File: src/rtl/swd_conn_pkg.sv
package swd_conn_pkg;

   typedef enum logic [1:0] {
      SEQ_IDLE  = 2'd0,
      SEQ_SHIFT = 2'd1,
      SEQ_XFER  = 2'd2
   } seq_state_t;

   // transaction engine status codes
   localparam logic [2:0] LINK_OK        = 3'd0;
   localparam logic [2:0] LINK_WAIT_TMO  = 3'd1;
   localparam logic [2:0] LINK_FAULT     = 3'd2;
   localparam logic [2:0] LINK_NO_RESP   = 3'd3;
   localparam logic [2:0] LINK_PARITY    = 3'd4;

endpackage

File: src/rtl/swd_halfclk.sv
// Half-period timer: tick marks the last cycle of each SWCLK phase.
module swd_halfclk #(
   parameter int DIV_W = 8
) (
   input  logic             clk,
   input  logic             rst_n,
   input  logic             run,
   input  logic [DIV_W-1:0] div,
   output logic             tick
);
   logic [DIV_W-1:0] cnt_q;

   assign tick = run && (cnt_q == div);

   always_ff @(posedge clk or negedge rst_n) begin
      if (!rst_n)
         cnt_q <= '0;
      else if (!run || tick)
         cnt_q <= '0;
      else
         cnt_q <= cnt_q + 1'b1;
   end
endmodule

File: src/rtl/swd_bitpat.sv
// Switch pattern lookup: ones, switch code (LSB first), ones, zeros.
module swd_bitpat #(
   parameter int          PRE_ONES   = 64,
   parameter int          CODE_W     = 16,
   parameter logic [CODE_W-1:0] CODE = 16'hE79E,
   parameter int          POST_ONES  = 64,
   parameter int          IDLE_ZEROS = 8,
   parameter int          IDX_W      = 8
) (
   input  logic [IDX_W-1:0] idx,
   output logic             bit_o
);
   localparam int TOTAL = PRE_ONES + CODE_W + POST_ONES + IDLE_ZEROS;
   localparam int PADDED = 1 << IDX_W;

   logic [PADDED-1:0] pat;

   for (genvar i = 0; i < PADDED; i++) begin : g_pat
      if (i < PRE_ONES) begin : g_pre
         assign pat[i] = 1'b1;
      end else if (i < PRE_ONES + CODE_W) begin : g_code
         assign pat[i] = CODE[i-PRE_ONES];
      end else if (i < PRE_ONES + CODE_W + POST_ONES) begin : g_post
         assign pat[i] = 1'b1;
      end else begin : g_zero
         assign pat[i] = 1'b0;
      end
   end

   assign bit_o = pat[idx];

   if (TOTAL > PADDED) begin : g_bad_idx
      $error("swd_bitpat: IDX_W too narrow for pattern length");
   end
endmodule

File: src/rtl/swd_connect_seq.sv
module swd_connect_seq
   import swd_conn_pkg::*;
#(
   parameter int          DIV_W      = 8,
   parameter int          DATA_W     = 32,
   parameter int          STAT_W     = 3,
   parameter int          PRE_ONES   = 64,
   parameter int          CODE_W     = 16,
   parameter logic [CODE_W-1:0] CODE = 16'hE79E,
   parameter int          POST_ONES  = 64,
   parameter int          IDLE_ZEROS = 8,
   parameter logic [7:0]  ID_REQ     = 8'hA5
) (
   input  logic              clk,
   input  logic              rst_n,
   input  logic              connect_req,
   input  logic [DIV_W-1:0]  clk_div,
   output logic              busy,
   output logic              done,
   output logic [STAT_W-1:0] status,
   output logic [DATA_W-1:0] idcode,
   output logic              link_up,
   output logic              txn_start,
   output logic [7:0]        txn_cmd,
   input  logic              txn_done,
   input  logic [STAT_W-1:0] txn_status,
   input  logic [DATA_W-1:0] txn_rdata,
   input  logic              eng_swclk,
   input  logic              eng_swdio_out,
   input  logic              eng_swdio_oe,
   output logic              swclk,
   output logic              swdio_out,
   output logic              swdio_oe
);
   localparam int TOTAL_BITS = PRE_ONES + CODE_W + POST_ONES + IDLE_ZEROS;
   localparam int IDX_W      = $clog2(TOTAL_BITS);
   localparam logic [IDX_W-1:0] LAST_IDX = IDX_W'(TOTAL_BITS - 1);

   if (DIV_W < 1 || STAT_W < 3 || PRE_ONES < 1 || CODE_W < 1 || TOTAL_BITS < 2) begin : g_bad_cfg
      $error("swd_connect_seq: illegal parameter set");
   end

   seq_state_t       state_q;
   logic [IDX_W-1:0] bit_idx_q;
   logic [IDX_W-1:0] next_idx;
   logic             phase_hi_q;
   logic             swclk_q;
   logic             dout_q;
   logic             next_bit;
   logic             tick;
   logic             shifting;

   assign shifting = (state_q == SEQ_SHIFT);
   assign next_idx = (state_q == SEQ_IDLE) ? '0 : bit_idx_q + 1'b1;

   swd_halfclk #(.DIV_W(DIV_W)) i_halfclk (
      .clk   (clk),
      .rst_n (rst_n),
      .run   (shifting),
      .div   (clk_div),
      .tick  (tick)
   );

   swd_bitpat #(
      .PRE_ONES   (PRE_ONES),
      .CODE_W     (CODE_W),
      .CODE       (CODE),
      .POST_ONES  (POST_ONES),
      .IDLE_ZEROS (IDLE_ZEROS),
      .IDX_W      (IDX_W)
   ) i_bitpat (
      .idx   (next_idx),
      .bit_o (next_bit)
   );

   always_ff @(posedge clk or negedge rst_n) begin
      if (!rst_n) begin
         state_q    <= SEQ_IDLE;
         bit_idx_q  <= '0;
         phase_hi_q <= 1'b0;
         swclk_q    <= 1'b1;
         dout_q     <= 1'b1;
         txn_start  <= 1'b0;
         done       <= 1'b0;
         status     <= '0;
         idcode     <= '0;
         link_up    <= 1'b0;
      end else begin
         txn_start <= 1'b0;
         done      <= 1'b0;
         unique case (state_q)
            SEQ_IDLE: begin
               if (connect_req) begin
                  state_q    <= SEQ_SHIFT;
                  bit_idx_q  <= '0;
                  phase_hi_q <= 1'b0;
                  swclk_q    <= 1'b0;
                  dout_q     <= next_bit;
                  link_up    <= 1'b0;
               end
            end
            SEQ_SHIFT: begin
               if (tick) begin
                  if (!phase_hi_q) begin
                     phase_hi_q <= 1'b1;
                     swclk_q    <= 1'b1;
                  end else if (bit_idx_q == LAST_IDX) begin
                     state_q   <= SEQ_XFER;
                     txn_start <= 1'b1;
                  end else begin
                     phase_hi_q <= 1'b0;
                     swclk_q    <= 1'b0;
                     bit_idx_q  <= next_idx;
                     dout_q     <= next_bit;
                  end
               end
            end
            SEQ_XFER: begin
               if (txn_done) begin
                  state_q <= SEQ_IDLE;
                  done    <= 1'b1;
                  status  <= txn_status;
                  idcode  <= txn_rdata;
                  link_up <= (txn_status == STAT_W'(LINK_OK));
               end
            end
            default: state_q <= SEQ_IDLE;
         endcase
      end
   end

   always_comb begin
      unique case (state_q)
         SEQ_SHIFT: begin
            swclk     = swclk_q;
            swdio_out = dout_q;
            swdio_oe  = 1'b1;
         end
         SEQ_XFER: begin
            swclk     = eng_swclk;
            swdio_out = eng_swdio_out;
            swdio_oe  = eng_swdio_oe;
         end
         default: begin
            swclk     = 1'b1;
            swdio_out = 1'b1;
            swdio_oe  = 1'b0;
         end
      endcase
   end

   assign busy    = (state_q != SEQ_IDLE);
   assign txn_cmd = ID_REQ;

endmodule

File: config.mk
export PLATFORM = sky130hd
export DESIGN_NAME = swd_connect_seq
export DESIGN_NICKNAME = d
export VERILOG_FILES = /design/src/rtl/swd_conn_pkg.sv /design/src/rtl/swd_halfclk.sv /design/src/rtl/swd_bitpat.sv /design/src/rtl/swd_connect_seq.sv
export SDC_FILE = /design/constraint.sdc
export NUM_CORES = 1
export LEC_CHECK = 0
export ABC_AREA = 1
export CELL_PAD_IN_SITES_DETAIL_PLACEMENT = 1
export CELL_PAD_IN_SITES_GLOBAL_PLACEMENT = 1
export CORE_ASPECT_RATIO = 1.5
export CORE_MARGIN = 2
export CORE_UTILIZATION = 29
export DETAILED_ROUTE_END_ITERATION = 16
export PLACE_DENSITY = 0.84
export SETUP_SLACK_MARGIN = 0.1
export SYNTH_ARGS = -nofsm -noshare
export SYNTH_HDL_FRONTEND = slang
export SYNTH_SLANG_ARGS = --single-unit
File: constraint.sdc
create_clock -name clk -period 1.8 [get_ports clk]
set_clock_uncertainty 0.2 [all_clocks]
set_input_delay 0.54 -clock clk [delete_from_list [all_inputs] [get_ports clk]]
set_output_delay 0.54 -clock clk [all_outputs]
set_load 0.1 [all_outputs]
======== Word-level counts from Yosys, hierarchy flattened ========
Memories as Yosys holds them, arrays and structs flattened.
Cells that the tools add are included.
word-level totals
  register bits ........................... 59
  ROM bits ................................ 256
  input port bits ......................... 50
  memories ................................ 1
memories
  memory           depth  width  read ports  clocked after memory_dff  write ports  line              RTL
  (no name shown)  256    1      1           0                         0            swd_bitpat.sv:30  assign bit_o = pat[idx];
cells by class
  $add $sub $neg .......................... 2
  order comparisons ....................... 1
  equal/unequal tests ..................... 11
  muxes and demuxes ....................... 38
  reductions and logical operators ........ 14
operator list
  cell                                                         count
  2-to-1 mux 8 bit                                             6
  2-to-1 mux 1 bit                                             18
  adder 8 x 1 -> 8 bit (second input constant)                 2
  case mux 8 bit (2 select lines)                              1
  case mux 1 bit (2 select lines)                              7
  inequality test 2 bit (second input constant)                6
  2-to-1 mux 2 bit                                             5
  AND reduction 5 bit                                          2
  less-than comparator 8 x 9 -> 1 bit (second input constant)  1
  == test 8 bit                                                1
  == test 8 bit (second input constant)                        1
  case mux 2 bit (3 select lines)                              1
  AND reduction 3 bit                                          2
  nonzero test 2 bit                                           3
  AND reduction 4 bit                                          1
  zero test 3 bit                                              1
  inequality test 3 bit (second input constant)                1
  == test 2 x 1 -> 1 bit (second input constant)               1
  == test 2 bit (second input constant)                        1
  zero test 2 bit                                              1
  AND reduction 2 bit                                          1
  logical AND 1 bit                                            1
  zero test 1 bit                                              1
  logical OR 1 bit                                             1

======== Longest topological paths before layout ========
Gate-level depths: netlist of run 1.
  depth in word-level cells ............... 8
  depth in mapped cells ................... 14
  mapped depth without buffers ............ 13

======== Cells and area by module ========
From an unflattened synthesis of run 1, not the netlist that was laid out.
unflattened totals
  cells, all modules ...................... 396
  area, all modules ....................... 3108.0 sq um
modules (own cells, without submodules)
  module           times used  cells an instance  area each (sq um)  seq. area each (sq um)
  swd_connect_seq  1           306                2484.9             1278.7
  swd_halfclk      1           71                 514.2              200.2
  swd_bitpat       1           19                 108.9              0.0

======== Worst setup path before layout of run 1 ========
Ideal clock, no wire load.
  path type ............................... reg-to-output
  start ................................... register state_q[1]
  end ..................................... output swclk
  data arrival time ....................... 2827 ps
  data required time ...................... 1060 ps
  path slack .............................. -1767 ps
  cell stages (with the launch flop) ...... 5
  buffers on the path ..................... 0
  cell sequence ........................... dfrtp_1 > inv_1 > ha_1 > inv_1 > o21ai_0
on the way
  longest elaborated chain between the ends .. 2
ends and longest elaborated chain
  item                                                            line                    RTL
  start: declaration                                              swd_connect_seq.sv:43   seq_state_t state_q;
  start signal: assignment                                        swd_connect_seq.sv:78   state_q <= SEQ_IDLE;
  start signal: assignment                                        swd_connect_seq.sv:94   state_q <= SEQ_SHIFT;
  start signal: assignment                                        swd_connect_seq.sv:108  state_q <= SEQ_XFER;
  == test 2 bit / == test 2 x 1 -> 1 bit (equally long branches)  swd_connect_seq.sv:133  unique case (state_q)
  case mux 1 bit (2 select lines) (*)                             swd_connect_seq.sv:133
  end: declaration                                                swd_connect_seq.sv:31   output logic swclk,
Mark *: on every way between the ends. The rest lies on a longest branch, timed or not.

======== Worst setup path in the final report of run 1 ========
  start ................................... register state_q[1]
  end ..................................... output swdio_oe
on the way
  longest elaborated chain between the ends .. 2
ends and longest elaborated chain
  item                                                            line                    RTL
  == test 2 bit / == test 2 x 1 -> 1 bit (equally long branches)  swd_connect_seq.sv:133
  case mux 1 bit (2 select lines) (*)                             swd_connect_seq.sv:133
  end: declaration                                                swd_connect_seq.sv:33   output logic swdio_oe
Marks and branches as above.

==> results of run 1 <==
==> power breakdown <==
group	total [uW]	switching (uW)	internal (uW)	leakage [uW]
Combinational	8580	5420	3150	0.00172
Clock	1770	660	1110	0.000148
Sequential	2310	529	1780	0.000758
Total	12700	6610	6040	0.00263
==> sequential cells by signal (all words and copies together), names as in the netlist, 2 cells and up <==
register / count
state_q: 2
i_halfclk.cnt_q: 8
status: 3
idcode: 32
bit_idx_q: 8
==> area by class of cell <==
type | count | area, um^2
clock inverter | 6 | 65.1
timing repair buffer | 146 | 1860
fill | 1118 | 4580
tap | 117 | 146
multi-input combinational | 262 | 1490
inverter | 39 | 164
sequential | 59 | 1480
clock buffer | 10 | 239
==> per-layer routing <==
metal  up-vias  share of wire, %  global-route usage, %  wire [um]
li1       1422                 -                      -          -
met1      1583                35                   21.7       4730
met2       115                55                   39.4       7460
met3        47               3.8                   4.44        509
met4         0               5.6                   13.7        754
met5         -                 0                      0          0
==> worst max-delay path, cell delays in order, from the launching register on <==
cell	delay, ns
dfrtp_1	0.42
inv_2	0.14
ha_4	0.18
inv_4	0.05
buf_12	0.12
a21oi_4	0.16
buf_12	0.19
==> per-stage QoR <==
| stage | hold slack (ns) | area [um^2] |
|---|---|---|
| after floorplan | 0.0444 | 3040 |
| after global placement | 0.268 | 4660 |
| after detailed placement | 0.269 | 4660 |
| after CTS | 0.309 | 5200 |
| after global routing | 0.366 | 5440 |
| final | 0.340 | 5440 |
==> cells in the final DEF (no fill, tap or decap), drive strengths merged <==
| cell | n |
|---|---|
| dfrtp | 57 |
| dlygate4sd2 | 8 |
| a31oi | 1 |
| xnor2 | 3 |
| xor2 | 2 |
| inv | 39 |
| bufinv | 1 |
| nand2 | 159 |
| o211ai | 1 |
| conb | 8 |
| buf | 96 |
| dfstp | 2 |
| clkbuf | 11 |
| nor3 | 4 |
| o21bai | 1 |
| o21ai | 20 |
| clkinvlp | 1 |
| dlygate4sd3 | 1 |
| clkdlybuf4s50 | 40 |
| nor2 | 23 |
| clkinv | 4 |
| a21oi | 11 |
| nor3b | 4 |
| nand3 | 13 |
| nand4 | 4 |
| ha | 8 |
==> worst max path at each step <==
stage	start	end	slack, ns
after floorplan	state_q[0]$_DFFE_PN0P_	swdio_oe	-0.25
after global placement	clk_div[5]	dout_q$_DFFE_PN1P_	-0.45
after detailed placement	clk_div[5]	bit_idx_q[7]$_DFFE_PN0P_	-0.54
after CTS	state_q[1]$_DFFE_PN0P_	swclk	-0.47
after global routing	state_q[1]$_DFFE_PN0P_	swdio_oe	-0.55
final	state_q[1]$_DFFE_PN0P_	swdio_oe	-0.54
==> timing repair <==
| action | CTS | global route |
|---|---|---|
| gates resized for setup | 50 | 44 |
| hold endpoints to repair | 13 | 0 |
| endpoints found under the setup margin | 59 | 69 |
| cloned | 0 | 1 |
| buffers inserted | 14 | 10 |
| pin swaps | 19 | 9 |
| hold buffers | 1 | 0 |
==> logic make-up (layout without fill, tap and decap cells) <==
| logic type | Yosys count | after routing | synth area share [%] |
|---|---|---|---|
| flip-flops | 59 | 59 | 49.9 |
| AND/OR/NAND/NOR | 207 | 207 | 29.2 |
| other | 2 | 8 | 0.254 |
| buffers and inverters | 58 | 201 | 8.96 |
| XOR/XNOR | 5 | 5 | 1.48 |
| AO/OA/AOI/OAI | 34 | 34 | 6.84 |
| adder cells (fa/ha/maj) | 8 | 8 | 3.38 |
==> impl_results.md, run 1 <==
* CTS sink cnt at 59
* Largest net degree at the start of global routing at 30
* Run status: finished, violations left
* Dominant synthesized flop cell: dfrtp_1
* Drt via density at 4.96
* Vias in the first global route at 3,546
* # DRC at 0
* Post-Route Utilization at 54.3%
* Max Freq at 0.427 GHz
* Avg Cell Area, Syn at 7.94 um^2
* GRT Overall Usage at 21.6%
* Hold Crit Class: reg -> reg
* Number of inserted diodes at 0
* Final ANT Viol Nets at 0
* Worst R2R End: dout_q$_DFFE_PN1P_
* Worst hold path depth at 2
* Total congestion overflow at 0
* Final Max Tran Viols at 0
* Critical path type: reg -> out
* VDD IR max at 1.43 mV
* Placer Congestion at 0.793
* Setup violators final at 27
* R2r worst-path depth at 10
* Asr flop ratio synth at 100%
* Number of synthesized flops with an enable pin at 0
* Post-Syn Instances at 373
* Total vias in the final route at 3,167
* Routed WL at 13,400 um
* CP arrival at 1.60 ns
* Synth top area cells: dfrtp_1 (48%), nand2_1 (19%), inv_1 (4.7%)
* Fin crit share at 130%
* Warnings, synthesis at 0
* Total clock buffers created by CTS at 9
* Fin nets at 575
* I/O Buffers at 91
* Non-filler instance count after layout at 639
* Critical hold path startpoint: bit_idx_q[4]$_DFFE_PN0P_
* Commonest cells in the netlist: nand2_1 (153), dfrtp_1 (57), inv_1 (37), nor2_1 (22), nand3_1 (12)
* Max Cap Viol at 0
* Initial Utilization at 29.6%
* Pwr dens at 2320 mW/mm^2
* Post-route total power at 12,700 uW
* Unrepaired setup endpoints after global routing: true
* Insertion delay to the later sink of the worst-skew pair at 0.34 ns
* Worst Hold End: bit_idx_q[4]$_DFFE_PN0P_
* Post-synthesis cell type count at 31
* Bufs on Longest Clock Path at 2
* Root Driver: clkbuf_16
* Kind of end point of the critical path: output port
* Clk slew on worst S/H paths at 0.06 ns
* Failing checks: setup timing
* Initial antenna violation count at 0
* FF+latch count, synth at 59
* Area share of the leading cell type in the synthesized netlist at 48.2%
* Critical Path RT at 1.06 ns
* # rows at 45
* Worst-path fanout max at 3
* Worst setup SP type: flip-flop
* Most common cell in the synthesized netlist: nand2_1
* Post-Syn Area at 0.00296 mm^2
* Die ar. at 0.0111 mm^2
* Drt pass-1 iters at 4
* Reg2reg setup slack at -0.23 ns
* Setup TNS at -3.66 ns
* Share of cells above drive strength 1 at 35.1%
* Die Wd at 86.5 um
* Cell leakage power at 0.00263 uW
* Initial drt markers at 152
* I/O pin cnt at 100
* Final worst slack at -0.539 ns
* Dpl ws at -0.538 ns
* TritonCTS clock tree: yes
* First-pass GRT wire length at 18,000 um
* Worst r2r src: state_q[1]$_DFFE_PN0P_
* Placed cells at 599
* Sequential share of the synthesized area at 49.9%
* Chip Height at 128 um
* Avg WL per Cell at 21.0 um
* Post-synth top area cell: dfrtp_1
* DP HPWL at 7480 um
* CTS H-Tree Depth at 3
* Total core area at 0.0100 mm^2
* Area Overhead vs Synth at 83.7%
* Fin. Hold Viols at 0
* Min Tclk post-route at 2.34 ns
(Power assumes the default switching activity.)
==> inputs of run 2 (changes only) <==
Settings changed: CORE_UTILIZATION 29 to 40, DONT_BUFFER_PORTS set to 1, PLACE_DENSITY 0.84 to 0.83, REMOVE_ABC_BUFFERS set to 1.
==> impl_results.md, run 2 (synthesis results as in run 1) <==
* Run status: finished, violations left
* Failing checks: hold timing, setup timing
* Max Cap Viol at 0
* Most frequent cells in the layout: nand2_1 (141), dfrtp_1 (57), buf_6 (28), inv_1 (25), buf_4 (22)
* Initial antenna violation count at 0
* Worst path slowest cell: dfrtp_1
* Hold Crit Class: in -> async
* Total clock buffers created by CTS at 9
* TritonCTS clock tree: yes
* Setup crit start: state_q[1]$_DFFE_PN0P_
* Die Wd at 74.3 um
* Die ar. at 0.00812 mm^2
* Biggest register: idcode
* Drt pass-1 iters at 5
* Area Overhead vs Synth at 49.7%
* Post-Route Utilization at 61.4%
* Worst setup SP type: flip-flop
* Largest regs: idcode (32), bit_idx_q (8), i_halfclk.cnt_q (8)
* Setup violators final at 17
* First-pass GRT wire length at 14,500 um
* Routed WL at 11,900 um
* WHS at -0.332 ns
* Max Freq at 0.434 GHz
* Root Driver: clkbuf_8
* Placer Congestion at 0.828
* Fin crit share at 128%
* CP delay by family, top: flip-flops
* Bufs on Longest Clock Path at 2
* Reg2reg setup slack at -0.33 ns
* Share of cells above drive strength 1 at 36.7%
* Initial Utilization at 41.0%
* Clk slew on worst S/H paths at 0.08 ns
* Most Frequent Cell on Critical Path: inv_2
* Fin. Hold Viols at 59
* # rows at 38
* Largest net degree at the start of global routing at 60
* CP arrival at 1.56 ns
* Initial drt markers at 249
* I/O pin cnt at 100
* Min Tclk post-route at 2.30 ns
* GRT Overall Usage at 24.1%
* Max reg flops at 32
* CP Buf/Inv Count at 3
* Final instance area at 0.00443 mm^2
* Total congestion overflow at 0
* Dpl ws at -0.242 ns
* Unrepaired setup endpoints after global routing: true
* Worst-path cell chain: inv_2, ha_2, inv_2, a21oi_4, buf_12
* Number of inserted diodes at 0
* CTS sink cnt at 59
* Critical path type: reg -> out
* Most common cell after layout, fill and taps aside: nand2_1
* Worst r2r src: bit_idx_q[0]$_DFFE_PN0P_
* # DRC at 0
* Vias in the first global route at 3,012
* Post-DP Area at 0.00354 mm^2
* Total core area at 0.00723 mm^2
* CTS H-Tree Depth at 3
* Kind of end point of the critical path: output port
* Critical Path RT at 1.06 ns
* Final worst slack at -0.502 ns
* DP HPWL at 5970 um
* I/O Buffers at 0
* Worst R2R End: bit_idx_q[7]$_DFFE_PN0P_
* Fin nets at 505
* Worst-path fanout max at 6
* Chip Height at 109 um
* Avg WL per Cell at 21.6 um
* R2r worst-path depth at 9
* Total vias in the final route at 2,944
* Final Max Tran Viols at 0
* Largest stage delay, worst path at 0.41 ns
* Final ANT Viol Nets at 0
* Drt via density at 5.33
* Insertion delay to the later sink of the worst-skew pair at 0.36 ns
-- run 2: changes by cell type in the layout (fill, tap and decap cells not counted), moves of 9 or more --
cell	change
clkbuf_8	+9
buf_4	-13
clkdlybuf4s50_1	-40
buf_12	-32
buf_6	+16
-- run 2: worst max-delay path by stage --
stage                               end  slack, ns  cells past startpoint
3_3_place_gp   bit_idx_q[7]$_DFFE_PN0P_      -0.09                     10
2_1_floorplan                     swclk      -2.06                      4
4_1_cts                           swclk      -0.45                      6
3_5_place_dp         dout_q$_DFFE_PN1P_      -0.24                     11
6_report                       swdio_oe      -0.50                      5
5_1_grt                           swclk      -0.55                      6
-- run 2: area by class of cell --
cell class                      instances  area, um^2
Multi-Input combinational cell        262        1500
Clock inverter                          6        65.1
Timing Repair Buffer                   76         961
Sequential cell                        59        1480
Tap cell                              100         125
Fill cell                             821        2790
Inverter                               39         169
Clock buffer                           10         138
-- run 2: per-layer routing --
layer	vias up	GRT usage (%)	share of wire, %
met1	1479	24.3	34
li1	1285	-	-
met2	131	43.4	55
met4	0	16.8	6.4
met5	-	0	0
met3	49	4.67	4.8
-- run 2: timing repair --
| action | 4_1_cts | 5_1_grt |
|---|---|---|
| pin swaps | 11 | 12 |
| endpoints found under the hold margin | 59 | 59 |
| endpoints found under the setup margin | 89 | 65 |
| resized for setup | 97 | 55 |
| buffers inserted | 8 | 3 |
| gates cloned | 0 | 2 |
-- run 2: per-stage QoR --
step / TNS, ns / instances
3_5_place_dp: -2.60 / 523
5_1_grt: -5.31 / 552
3_3_place_gp: -0.899 / 523
6_report: -4.19 / 552
2_1_floorplan: -30.55 / 360
4_1_cts: -2.01 / 547
-- run 2: worst register-to-register path: cells and delay by family, from the launching register on --
kind                   cells  cell delay (ns)
AOI/OAI and AO/OA          3             0.54
DFF                        1             0.35
and+or+nand+nor            5             0.79
buffers and inverters      1             0.17
Power of run 2 is not shown: default switching activity piles up to over one toggle a cycle in this logic, so the estimate is an artifact.
==> inputs of run 3 (changes only) <==
Settings changed: SLEW_MARGIN set to 20.
==> results of run 3 <==
Same layout as run 2: the final DEF is identical, and so are final timing and power.
Power of run 3 is left out for the same reason.
